File: src/rtl/chien_pkg.sv
// Package: field arithmetic helpers and register word indices shared by
// the locator blocks. Assumes field widths of at most 16 bits.
package chien_pkg;

    // Register word indices (byte offset / 4)
    localparam int W_CFG  = 0;
    localparam int W_LEN  = 1;
    localparam int W_STOP = 2;
    localparam int W_STAT = 3;
    localparam int W_SIG  = 16;
    localparam int W_LOC  = 64;

    // Product of two field elements modulo the primitive polynomial
    function automatic logic [15:0] gf_mul(input logic [15:0] a, input logic [15:0] b,
                                           input int m, input logic [16:0] poly);
        logic [15:0] acc;
        logic [16:0] cur;
        acc = '0;
        cur = {1'b0, a};
        for (int i = 0; i < 16; i++) begin
            if (i < m) begin
                if (b[i]) acc = acc ^ cur[15:0];
                cur = cur << 1;
                if (cur[m]) cur = cur ^ poly;
            end
        end
        return acc;
    endfunction

    // alpha^(-k): the inverse of alpha is (poly + 1) / x
    function automatic logic [15:0] gf_inv_pow(input int k, input int m, input logic [16:0] poly);
        logic [16:0] inv_full;
        logic [15:0] res;
        inv_full = (poly ^ 17'd1) >> 1;
        res = 16'd1;
        for (int i = 0; i < k; i++) res = gf_mul(res, inv_full[15:0], m, poly);
        return res;
    endfunction

endpackage

File: src/rtl/chien_regs.sv
// Register file: decodes bus writes into configuration, sigma storage and
// command pulses, and returns a registered read word one cycle after bus_rd.
// Assumes word-aligned byte addresses.
module chien_regs
    import chien_pkg::*;
#(
    parameter int ADDR_W = 10,
    parameter int M      = 13,
    parameter int NCOEF  = 25,
    parameter int NLOC   = 24,
    parameter int LEN_W  = 14,
    parameter int CNT_W  = 5,
    parameter int IDX_W  = 5
) (
    input  logic                        clk,
    input  logic                        rst_n,
    input  logic                        bus_wr,
    input  logic                        bus_rd,
    input  logic [ADDR_W-1:0]           bus_addr,
    input  logic [31:0]                 bus_wdata,
    output logic [31:0]                 bus_rdata,
    input  logic                        eng_done,
    input  logic [CNT_W-1:0]            eng_cnt,
    input  logic [NLOC-1:0][LEN_W-1:0]  eng_loc,
    output logic [NCOEF-1:0][M-1:0]     sigma,
    output logic [IDX_W-1:0]            coef_top,
    output logic                        start_pulse,
    output logic [LEN_W-1:0]            start_len,
    output logic                        stop_pulse,
    output logic                        stat_rd
);

    logic [ADDR_W-3:0] widx;
    logic              sector_sel;
    logic [LEN_W-1:0]  len_q;
    logic [31:0]       rd_word;

    assign widx        = bus_addr[ADDR_W-1:2];
    assign start_pulse = bus_wr && (int'(widx) == W_LEN);
    assign start_len   = bus_wdata[LEN_W-1:0];
    assign stop_pulse  = bus_wr && (int'(widx) == W_STOP) && bus_wdata[0];
    assign stat_rd     = bus_rd && (int'(widx) == W_STAT);

    // Configuration and length storage
    always_ff @(posedge clk) begin
        if (!rst_n) begin
            coef_top   <= '0;
            sector_sel <= 1'b0;
            len_q      <= '0;
        end else if (bus_wr) begin
            if (int'(widx) == W_CFG) begin
                coef_top   <= bus_wdata[16 +: IDX_W];
                sector_sel <= bus_wdata[0];
            end
            if (int'(widx) == W_LEN) len_q <= bus_wdata[LEN_W-1:0];
        end
    end

    // Sigma coefficient storage, one register per coefficient
    always_ff @(posedge clk) begin
        if (!rst_n) begin
            sigma <= '0;
        end else begin
            for (int k = 0; k < NCOEF; k++)
                if (bus_wr && int'(widx) == W_SIG + k) sigma[k] <= bus_wdata[M-1:0];
        end
    end

    // Read word selection
    always_comb begin
        rd_word = '0;
        if (int'(widx) == W_CFG) begin
            rd_word[16 +: IDX_W] = coef_top;
            rd_word[0]           = sector_sel;
        end
        if (int'(widx) == W_LEN)  rd_word[LEN_W-1:0] = len_q;
        if (int'(widx) == W_STAT) begin
            rd_word[8 +: CNT_W] = eng_cnt;
            rd_word[0]          = eng_done;
        end
        for (int k = 0; k < NCOEF; k++)
            if (int'(widx) == W_SIG + k) rd_word[M-1:0] = sigma[k];
        for (int i = 0; i < NLOC; i++)
            if (int'(widx) == W_LOC + i) rd_word[LEN_W-1:0] = eng_loc[i];
    end

    // Registered read data
    always_ff @(posedge clk) begin
        if (!rst_n)      bus_rdata <= '0;
        else if (bus_rd) bus_rdata <= rd_word;
    end

endmodule

File: src/rtl/chien_core.sv
// Search core: holds one term register per sigma coefficient, scaled by
// alpha^(-k) each clock, and tests their sum for zero at positions 1..L.
// Assumes sigma is stable while start_pulse is high; it is copied then.
module chien_core
    import chien_pkg::*;
#(
    parameter int          M     = 13,
    parameter logic [16:0] POLY  = 17'h0201B,
    parameter int          NCOEF = 25,
    parameter int          NLOC  = 24,
    parameter int          LEN_W = 14,
    parameter int          CNT_W = 5,
    parameter int          IDX_W = 5
) (
    input  logic                        clk,
    input  logic                        rst_n,
    input  logic                        start_pulse,
    input  logic [LEN_W-1:0]            start_len,
    input  logic                        stop_pulse,
    input  logic                        stat_rd,
    input  logic [NCOEF-1:0][M-1:0]     sigma,
    input  logic [IDX_W-1:0]            coef_top,
    output logic                        busy,
    output logic                        done,
    output logic [CNT_W-1:0]            root_cnt,
    output logic [NLOC-1:0][LEN_W-1:0]  loc
);

    logic [NCOEF-1:0][M-1:0] term;
    logic [M-1:0]            sum;
    logic [LEN_W-1:0]        pos;
    logic [LEN_W-1:0]        len_q;
    logic                    hit;
    logic                    last;

    // One constant multiplier per coefficient
    for (genvar k = 0; k < NCOEF; k++) begin : g_term
        localparam logic [15:0] STEP = gf_inv_pow(k, M, POLY);
        logic [15:0] scaled;
        assign scaled = gf_mul(16'(term[k]), STEP, M, POLY);

        // Load on start (inactive coefficients zeroed), scale while searching
        always_ff @(posedge clk) begin
            if (!rst_n)           term[k] <= '0;
            else if (start_pulse) term[k] <= (k <= int'(coef_top)) ? sigma[k] : '0;
            else if (busy)        term[k] <= scaled[M-1:0];
        end
    end

    // Evaluate sigma at the current position
    always_comb begin
        sum = '0;
        for (int k = 0; k < NCOEF; k++) sum = sum ^ term[k];
    end

    assign hit  = busy && (sum == '0);
    assign last = busy && (pos == len_q);

    // Pass control: start, stop, position stepping and done flag
    always_ff @(posedge clk) begin
        if (!rst_n) begin
            busy  <= 1'b0;
            done  <= 1'b0;
            pos   <= '0;
            len_q <= '0;
        end else if (start_pulse) begin
            busy  <= (start_len != '0);
            done  <= (start_len == '0);
            pos   <= LEN_W'(1);
            len_q <= start_len;
        end else if (stop_pulse) begin
            busy <= 1'b0;
        end else begin
            if (busy) pos <= pos + LEN_W'(1);
            if (last) begin
                busy <= 1'b0;
                done <= 1'b1;
            end else if (stat_rd) begin
                done <= 1'b0;
            end
        end
    end

    // Root counting with saturation and location capture
    always_ff @(posedge clk) begin
        if (!rst_n || start_pulse) begin
            root_cnt <= '0;
            loc      <= '0;
        end else if (hit && int'(root_cnt) < NLOC) begin
            for (int i = 0; i < NLOC; i++)
                if (i == int'(root_cnt)) loc[i] <= pos;
            root_cnt <= root_cnt + CNT_W'(1);
        end
    end

endmodule

File: src/rtl/chien_locator.sv
// Top: bus register file plus search core. Searches positions 1..L of a
// BCH codeword for roots of sigma(x) in GF(2^M).
module chien_locator #(
    parameter int          ADDR_W = 10,
    parameter int          M      = 13,
    parameter logic [16:0] POLY   = 17'h0201B,
    parameter int          T_MAX  = 24,
    parameter int          LEN_W  = 14
) (
    input  logic              clk,
    input  logic              rst_n,
    input  logic              bus_wr,
    input  logic              bus_rd,
    input  logic [ADDR_W-1:0] bus_addr,
    input  logic [31:0]       bus_wdata,
    output logic [31:0]       bus_rdata
);

    localparam int NCOEF = T_MAX + 1;
    localparam int NLOC  = T_MAX;
    localparam int CNT_W = $clog2(NLOC + 1);
    localparam int IDX_W = $clog2(NCOEF);

    logic [NCOEF-1:0][M-1:0]    sigma;
    logic [IDX_W-1:0]           coef_top;
    logic                       start_pulse;
    logic [LEN_W-1:0]           start_len;
    logic                       stop_pulse;
    logic                       stat_rd;
    logic                       busy;
    logic                       done;
    logic [CNT_W-1:0]           root_cnt;
    logic [NLOC-1:0][LEN_W-1:0] loc;

    chien_regs #(
        .ADDR_W(ADDR_W), .M(M), .NCOEF(NCOEF), .NLOC(NLOC),
        .LEN_W(LEN_W), .CNT_W(CNT_W), .IDX_W(IDX_W)
    ) u_regs (
        .clk(clk), .rst_n(rst_n),
        .bus_wr(bus_wr), .bus_rd(bus_rd), .bus_addr(bus_addr),
        .bus_wdata(bus_wdata), .bus_rdata(bus_rdata),
        .eng_done(done), .eng_cnt(root_cnt), .eng_loc(loc),
        .sigma(sigma), .coef_top(coef_top),
        .start_pulse(start_pulse), .start_len(start_len),
        .stop_pulse(stop_pulse), .stat_rd(stat_rd)
    );

    chien_core #(
        .M(M), .POLY(POLY), .NCOEF(NCOEF), .NLOC(NLOC),
        .LEN_W(LEN_W), .CNT_W(CNT_W), .IDX_W(IDX_W)
    ) u_core (
        .clk(clk), .rst_n(rst_n),
        .start_pulse(start_pulse), .start_len(start_len),
        .stop_pulse(stop_pulse), .stat_rd(stat_rd),
        .sigma(sigma), .coef_top(coef_top),
        .busy(busy), .done(done), .root_cnt(root_cnt), .loc(loc)
    );

endmodule

File: config.mk
export PLATFORM = sky130hd
export DESIGN_NAME = chien_locator
export DESIGN_NICKNAME = d
export VERILOG_FILES = /design/src/rtl/chien_pkg.sv /design/src/rtl/chien_regs.sv /design/src/rtl/chien_core.sv /design/src/rtl/chien_locator.sv
export SDC_FILE = /design/constraint.sdc
export NUM_CORES = 2
export LEC_CHECK = 0
export BUFFER_PORTS_ARGS = -buffer_cell sky130_fd_sc_hd__buf_4
export CORE_ASPECT_RATIO = 0.7
export CORE_MARGIN = 1.5
export CORE_UTILIZATION = 30
export DETAILED_ROUTE_END_ITERATION = 6
export PLACE_DENSITY = 0.56
export SETUP_SLACK_MARGIN = 0.1
export SYNTH_ARGS = -nofsm -noshare
export SYNTH_HDL_FRONTEND = slang
export SYNTH_SLANG_ARGS = --single-unit
File: constraint.sdc
create_clock -name clk -period 2.92 [get_ports clk]
set_input_delay 0.438 -clock clk [delete_from_list [all_inputs] [get_ports clk]]
set_output_delay 0.438 -clock clk [all_outputs]
set_load 0.005 [all_outputs]
# [After elaboration in Yosys (flattened, before gate mapping)]
# Cells that the tools add are included.
[totals] reg_bits=1060 input_bits=46 out_inout_bits=32 wordCells=1089
[classes] addsub=2 order_cmp=25 n_eq_ne=77 muxes=404 bitwise_logic=425 reduce_logical=72
[op_table] operator="$xor 13x13->13" n=155
[op_table] operator="$mux 5" n=270
[op_table] operator="$mux 13" n=97
[op_table] operator="$not 4->4" n=268
[op_table] operator="$mux 14" n=25
[op_table] operator="$eq 8x8->1 const B" n=24
[op_table] operator="$eq 8x6->1 const B" n=16
[op_table] operator="$eq 5x5->1 const A" n=16
[op_table] operator="$eq 8x7->1 const B" n=9
[op_table] operator="$reduce_and 2->1" n=29
[op_table] operator="$le 5x5->1 const A" n=9
[op_table] operator="$le 4x5->1 const A" n=8
[op_table] operator="$logic_and 1x1->1" n=32
[op_table] operator="$eq 4x5->1 const A" n=4
[op_table] operator="$le 3x5->1 const A" n=4
[op_table] operator="$eq 8x3->1 const B" n=2
[op_table] operator="$add 14x1->14 const B" n=1
[op_table] operator="$eq 14x14->1" n=1
[op_table] operator="$logic_not 14->1" n=1
[op_table] operator="$reduce_bool 14->1" n=1
[op_table] operator="$logic_not 13->1" n=1
[op_table] operator="$mux 1" n=12
[op_table] operator="$eq 3x5->1 const A" n=2
[op_table] operator="$le 2x5->1 const A" n=2
[op_table] operator="other kinds (14)" n=16

# [Longest topological paths before layout]
[logic_depth] ltp_word=53 mapped_depth=14 depth_no_buf=8

# [By module]
# Synthesis repeated with hierarchy kept, for this count alone.
[unflattened] cells_unflattened=7022 hier_area_um2=59666.0
[by_module_without_submodules] module="chien_core" instances=1 cells_per_inst=4236 area_per_inst_um2=38429.4 seq_area_each_um2=13933.4
[by_module_without_submodules] module="chien_regs" instances=1 cells_per_inst=2786 area_per_inst_um2=21236.6 seq_area_each_um2=7287.0

# [Worst setup path before layout]
# OpenSTA, ideal clock, no wires.
[synth_timing] path_type="input -> register" start="input port bus_addr[9]" end="register u_regs.bus_rdata[1]" setup_ps=118 arrival_ps=2698 t_required_ps=2802 path_slack_ps=105 path_stages=10 path_buffers=3 cell_sequence="clkbuf_1 or4b_2 clkbuf_1 clkbuf_1 nor3_1 nand2_1 nand4_1 nand4_1 a21o_1 o2111a_1"
[synth_between] elab_chain_cells=51 elab_cells_between_ends=100 classes_between="eq/ne: 50; mux: 50"
[synth_lines] element="from (decl)" line="chien_locator.sv:14" rtl="input logic [ADDR_W-1:0] bus_addr,"
[synth_lines] element="$eq 8x2->1" line="chien_regs.sv:76" rtl="if (int'(widx) == W_LEN) rd_word[LEN_W-1:0] = len_q;"
[synth_lines] element="$mux 14" line="chien_regs.sv:76"
[synth_lines] element="$mux 13 (25 in series)" line="chien_regs.sv:82" rtl="if (int'(widx) == W_SIG + k) rd_word[M-1:0] = sigma[k];"
[synth_lines] element="$mux 14 (23 in series)" line="chien_regs.sv:84" rtl="if (int'(widx) == W_LOC + i) rd_word[LEN_W-1:0] = eng_loc[i];"
[synth_lines] element="$mux 14 *" line="chien_regs.sv:84"
[synth_lines] element="to (signal assigned)" line="chien_regs.sv:90" rtl="else if (bus_rd) bus_rdata <= rd_word;"
[synth_lines] element="to (decl)" line="chien_regs.sv:21" rtl="output logic [31:0] bus_rdata,"
# Every way passes the cells marked *; elsewhere a longest branch is shown, timed or not.
# A chain may end at the register's enable or synchronous reset.

# [Worst setup path in the final report]
[layout_timing] start="register u_core.term[45] (netlist bit)" end="register u_core.loc[20] (netlist bit)"
[layout_between] elab_chain_cells=26
[layout_lines] element="from (decl)" line="chien_core.sv:29" rtl="logic [NCOEF-1:0][M-1:0] term;"
[layout_lines] element="from (signal, indexed assignment)" line="chien_core.sv:45" rtl="else if (start_pulse) term[k] <= (k <= int'(coef_top)) ? sigma[k] : '0;"
[layout_lines] element="from (signal, indexed assignment)" line="chien_core.sv:46" rtl="else if (busy) term[k] <= scaled[M-1:0];"
[layout_lines] element="$xor 13x13->13 (22 in series)" line="chien_core.sv:53" rtl="for (int k = 0; k < NCOEF; k++) sum = sum ^ term[k];"
[layout_lines] element="$logic_not 13->1" line="chien_core.sv:56" rtl="assign hit = busy && (sum == '0);"
[layout_lines] element="$logic_and 1x1->1" line="chien_core.sv:56"
[layout_lines] element="$logic_and 1x1->1" line="chien_core.sv:89" rtl="end else if (hit && int'(root_cnt) < NLOC) begin"
[layout_lines] element="$reduce_and 2->1 (no line)"
[layout_lines] element="to (decl)" line="chien_core.sv:26" rtl="output logic [NLOC-1:0][LEN_W-1:0] loc"
# No other way between the ends.

==> impl_metrics.tcl <==
set metrics [dict create \
    io_buffers 49 \
    post-place-ws_ns -0.998 \
    syn_avg_cell_area_um2 8.18 \
    worst_pin_slew_ns 0.967 \
    drv_slew 0 \
    cp_max_fo 7 \
    numCtsBuffers 106 \
    grt_max_degree 173 \
    syn-instance-count 7027 \
    rr_endpoint "u_core.loc[20]" \
    wl_met3_um 32500 \
    drtIter0Drc 7967 \
    critPathRequiredTime_ns 3.58 \
    irDropWorstVdd_v 0.000455 \
    synth_flop_cell "dfxtp_1" \
    yosysWarnings 0 \
    hp-start "bus_wdata[0]" \
    synth_common_cells "nand2_1, dfxtp_1, xnor2_1" \
    whs_path_depth 3 \
    fin_hold_ws_ns 0.0794 \
    netlist_area_um2 57500 \
    antenna_found_initial 13 \
    drive_above_1_share_pct 17.7 \
    cp.arrival_ns 3.79 \
    hp-class "in -> reg" \
    path_clk_slew_ns 0.07 \
    yosysMostFrequentCell "nand2_1" \
    yosys_register_bits 1046 \
    yosysSeqAreaShare_pct 36.4 \
    ios 78 \
    dr.pass1.iters 7 \
    worst_slack_ns -0.206 \
    cts_buffer_depth 3 \
    place_congestion 1.00 \
    clock_latency_ns 0.79 \
    hold_violations 0 \
    dr_wl_met2_um 100000 \
    grt_pass1_wl_um 372000 \
    finClkSkew_ns 0.0519 \
    cts_sinks 1046 \
    rrSetupSlack_ns -0.21 \
    worstSetupStartpointType "flip-flop" \
    drc_errors 0 \
    num-nets-final 7477 \
    violations "negative setup slack" \
    core_um2 190000 \
    synth-edff-count 0 \
    yosysUniqueCellTypes 91 \
    period_share_pct 107 \
    rsz0062_at_grt "true" \
    status "finished, violations left" \
    async_flop_share_pct 0 \
    start_util_pct 30.2 \
    num_rows 134 \
    dr.max_layer_used "met5" \
    worstSetupPathType "reg -> reg" \
    cts_tree "done" \
    min_period_ns 3.13 \
    wl_met1_um 122000 \
    first_global_vias 50100 \
    cts_root_buffer "clkbuf_16" \
    fin_util_pct 37.2 \
    area_growth_pct 23.3 \
    dp.cells 9820 \
    grt_overflow 0 \
    drt-total-wl_um 263000 \
    yosysTopAreaCell "dfxtp_1" \
    crit_path_end_kind "flip-flop" \
    leakage_nw 27.8 \
    via_per_inst 5.49 \
    synth_area_leaders "dfxtp_1, xnor2_1, mux2i_1" \
    synth_top_area_share_pct 36.4 \
    h-tree-depth 3 \
    maxCapViolCount 0 \
    ff2ff_path_depth 12 \
    die_y_um 369 \
    holdPathEnd "u_regs.len_q[0]" \
    hpwlAfterDp_um 196000 \
    die_w_um 526 \
    die_area_um2 194000 \
    wl_per_cell_um 26.2 \
    power_density_nw_per_um2 454 \
    fin_cells 10000 \
    setup_viol 341 \
    fmax_mhz 320 \
    routed-via-count 55100 \
    rr_startpoint "u_core.term[45]" \
    globalRouteTotalUtil_pct 26.1 \
    antenna_left 0 \
    relSlewSlack_pct 35.3 \
]
==> worst max-delay path, stage by stage, from the launching register on <==
cell	delay, ns
dfxtp_1	0.57
xnor2_1	0.25
xnor3_2	0.61
xnor3_1	0.26
nand2_2	0.07
nor4_4	0.28
buf_6	0.16
buf_12	0.11
buf_16	0.11
buf_6	0.10
nand4_4	0.12
clkbuf_16	0.23
mux2i_1	0.12
==> placed cells by master (no fill, tap or decap), drive strengths merged, types with 9 or more instances in the layout <==
cell	synthesis	final
nor2b	26	26
a221oi	113	113
a211oi	74	74
xor2	242	242
o22ai	77	77
a22oi	55	55
nor4	14	14
mux2i	504	504
or3	13	13
xnor2	801	801
a2111oi	10	10
and2	15	15
buf	158	975
mux2	33	33
a21oi	592	592
nand3	102	102
o31ai	12	12
nand2	1341	1341
a222oi	10	10
dfxtp	1046	1046
clkinv	0	31
a31oi	83	83
inv	21	25
nand2b	23	23
nor3	139	139
xnor3	21	21
clkbuf	548	140
a21boi	18	18
nand4	42	42
o221ai	28	28
o21ai	129	129
nor2	513	513
o211ai	54	54
and3	22	22
conb	1	13
o2bb2ai	13	13
clkinvlp	0	9
bufinv	0	17
==> how the worst max path moves through the flow <==
stage / startpoint / endpoint / cells past startpoint
after floorplan: bus_addr[9] / u_regs.bus_rdata[1] / 10
after global placement: bus_addr[7] / u_regs.bus_rdata[6] / 13
after detailed placement: bus_addr[7] / u_regs.bus_rdata[6] / 13
after CTS: u_core.term[139] / u_core.loc[34] / 12
after global routing: u_core.term[99] / u_core.loc[148] / 12
final: u_core.term[45] / u_core.loc[20] / 12
==> sequential cells by signal (all words and copies together), names as in the netlist <==
| register | flops |
|---|---|
| u_core.done | 1 |
| u_regs.sigma | 325 |
| u_core.loc | 336 |
| u_core.root_cnt | 5 |
| u_regs.coef_top | 5 |
| u_core.term | 312 |
| u_regs.len_q | 14 |
| u_core.pos | 14 |
| u_regs.sector_sel | 1 |
| u_core.g_term.scaled | 13 |
| u_core.busy | 1 |
| u_regs.bus_rdata | 19 |
==> through the flow <==
stage / cell area, µm² / TNS [ns] / power, mW
6_report: 70900 / -40.71 / 32.2
5_1_grt: 70900 / -56.00 / 32.9
4_1_cts: 70500 / -31.77 / 32.1
3_5_place_dp: 66400 / -114.47 / 16.8
3_3_place_gp: 66400 / -106.05 / 16.8
2_1_floorplan: 57600 / 0 / 15.7
==> per-layer routing <==
layer / GRT usage [%] / up-vias
met4: 7.00 / 12
li1: - / 24700
met2: 34.7 / 3012
met5: 0.395 / -
met3: 6.68 / 379
met1: 40.2 / 27000
==> power by group <==
group	switching, mW	internal (mW)
registers	0.0367	14.3
logic	1.56	0.835
clock network	6.74	8.75
total	8.34	23.9
==> logic make-up (layout without fill, tap and decap cells) <==
| kind of cell | after synthesis | in the layout | synth area share, % |
|---|---|---|---|
| xor+xnor | 1066 | 1066 | 16.8 |
| flops | 1046 | 1046 | 36.4 |
| buf+inv | 727 | 1203 | 5.38 |
| simple gates | 2301 | 2301 | 17.2 |
| compound gates | 1343 | 1343 | 14.6 |
| mux | 537 | 537 | 9.42 |
| other cells | 1 | 17 | 0.00652 |
| fa+ha+maj | 6 | 6 | 0.131 |
==> cell type report <==
type                            instances  area (µm²)
Sequential cell                      1046       21000
Multi-Input combinational cell       5266       34100
Tap cell                             2516        3150
Timing Repair Buffer                  984        8730
Antenna cell                            4        10.0
Clock buffer                          137        2960
Clock inverter                         61         916
Fill cell                           19300      120000
Inverter                               21        86.3
==> what timing repair did <==
item / 4_1_cts / 5_1_grt
endpoints found under the hold margin: 6 / 0
cloned: 1 / 2
pin swaps: 3 / 13
buffers inserted: 1 / 3
endpoints found under the setup margin: 345 / 349
gates resized for setup: 36 / 47
hold buffers: 6 / 0
Note: power is estimated with default switching activity, not from simulation.
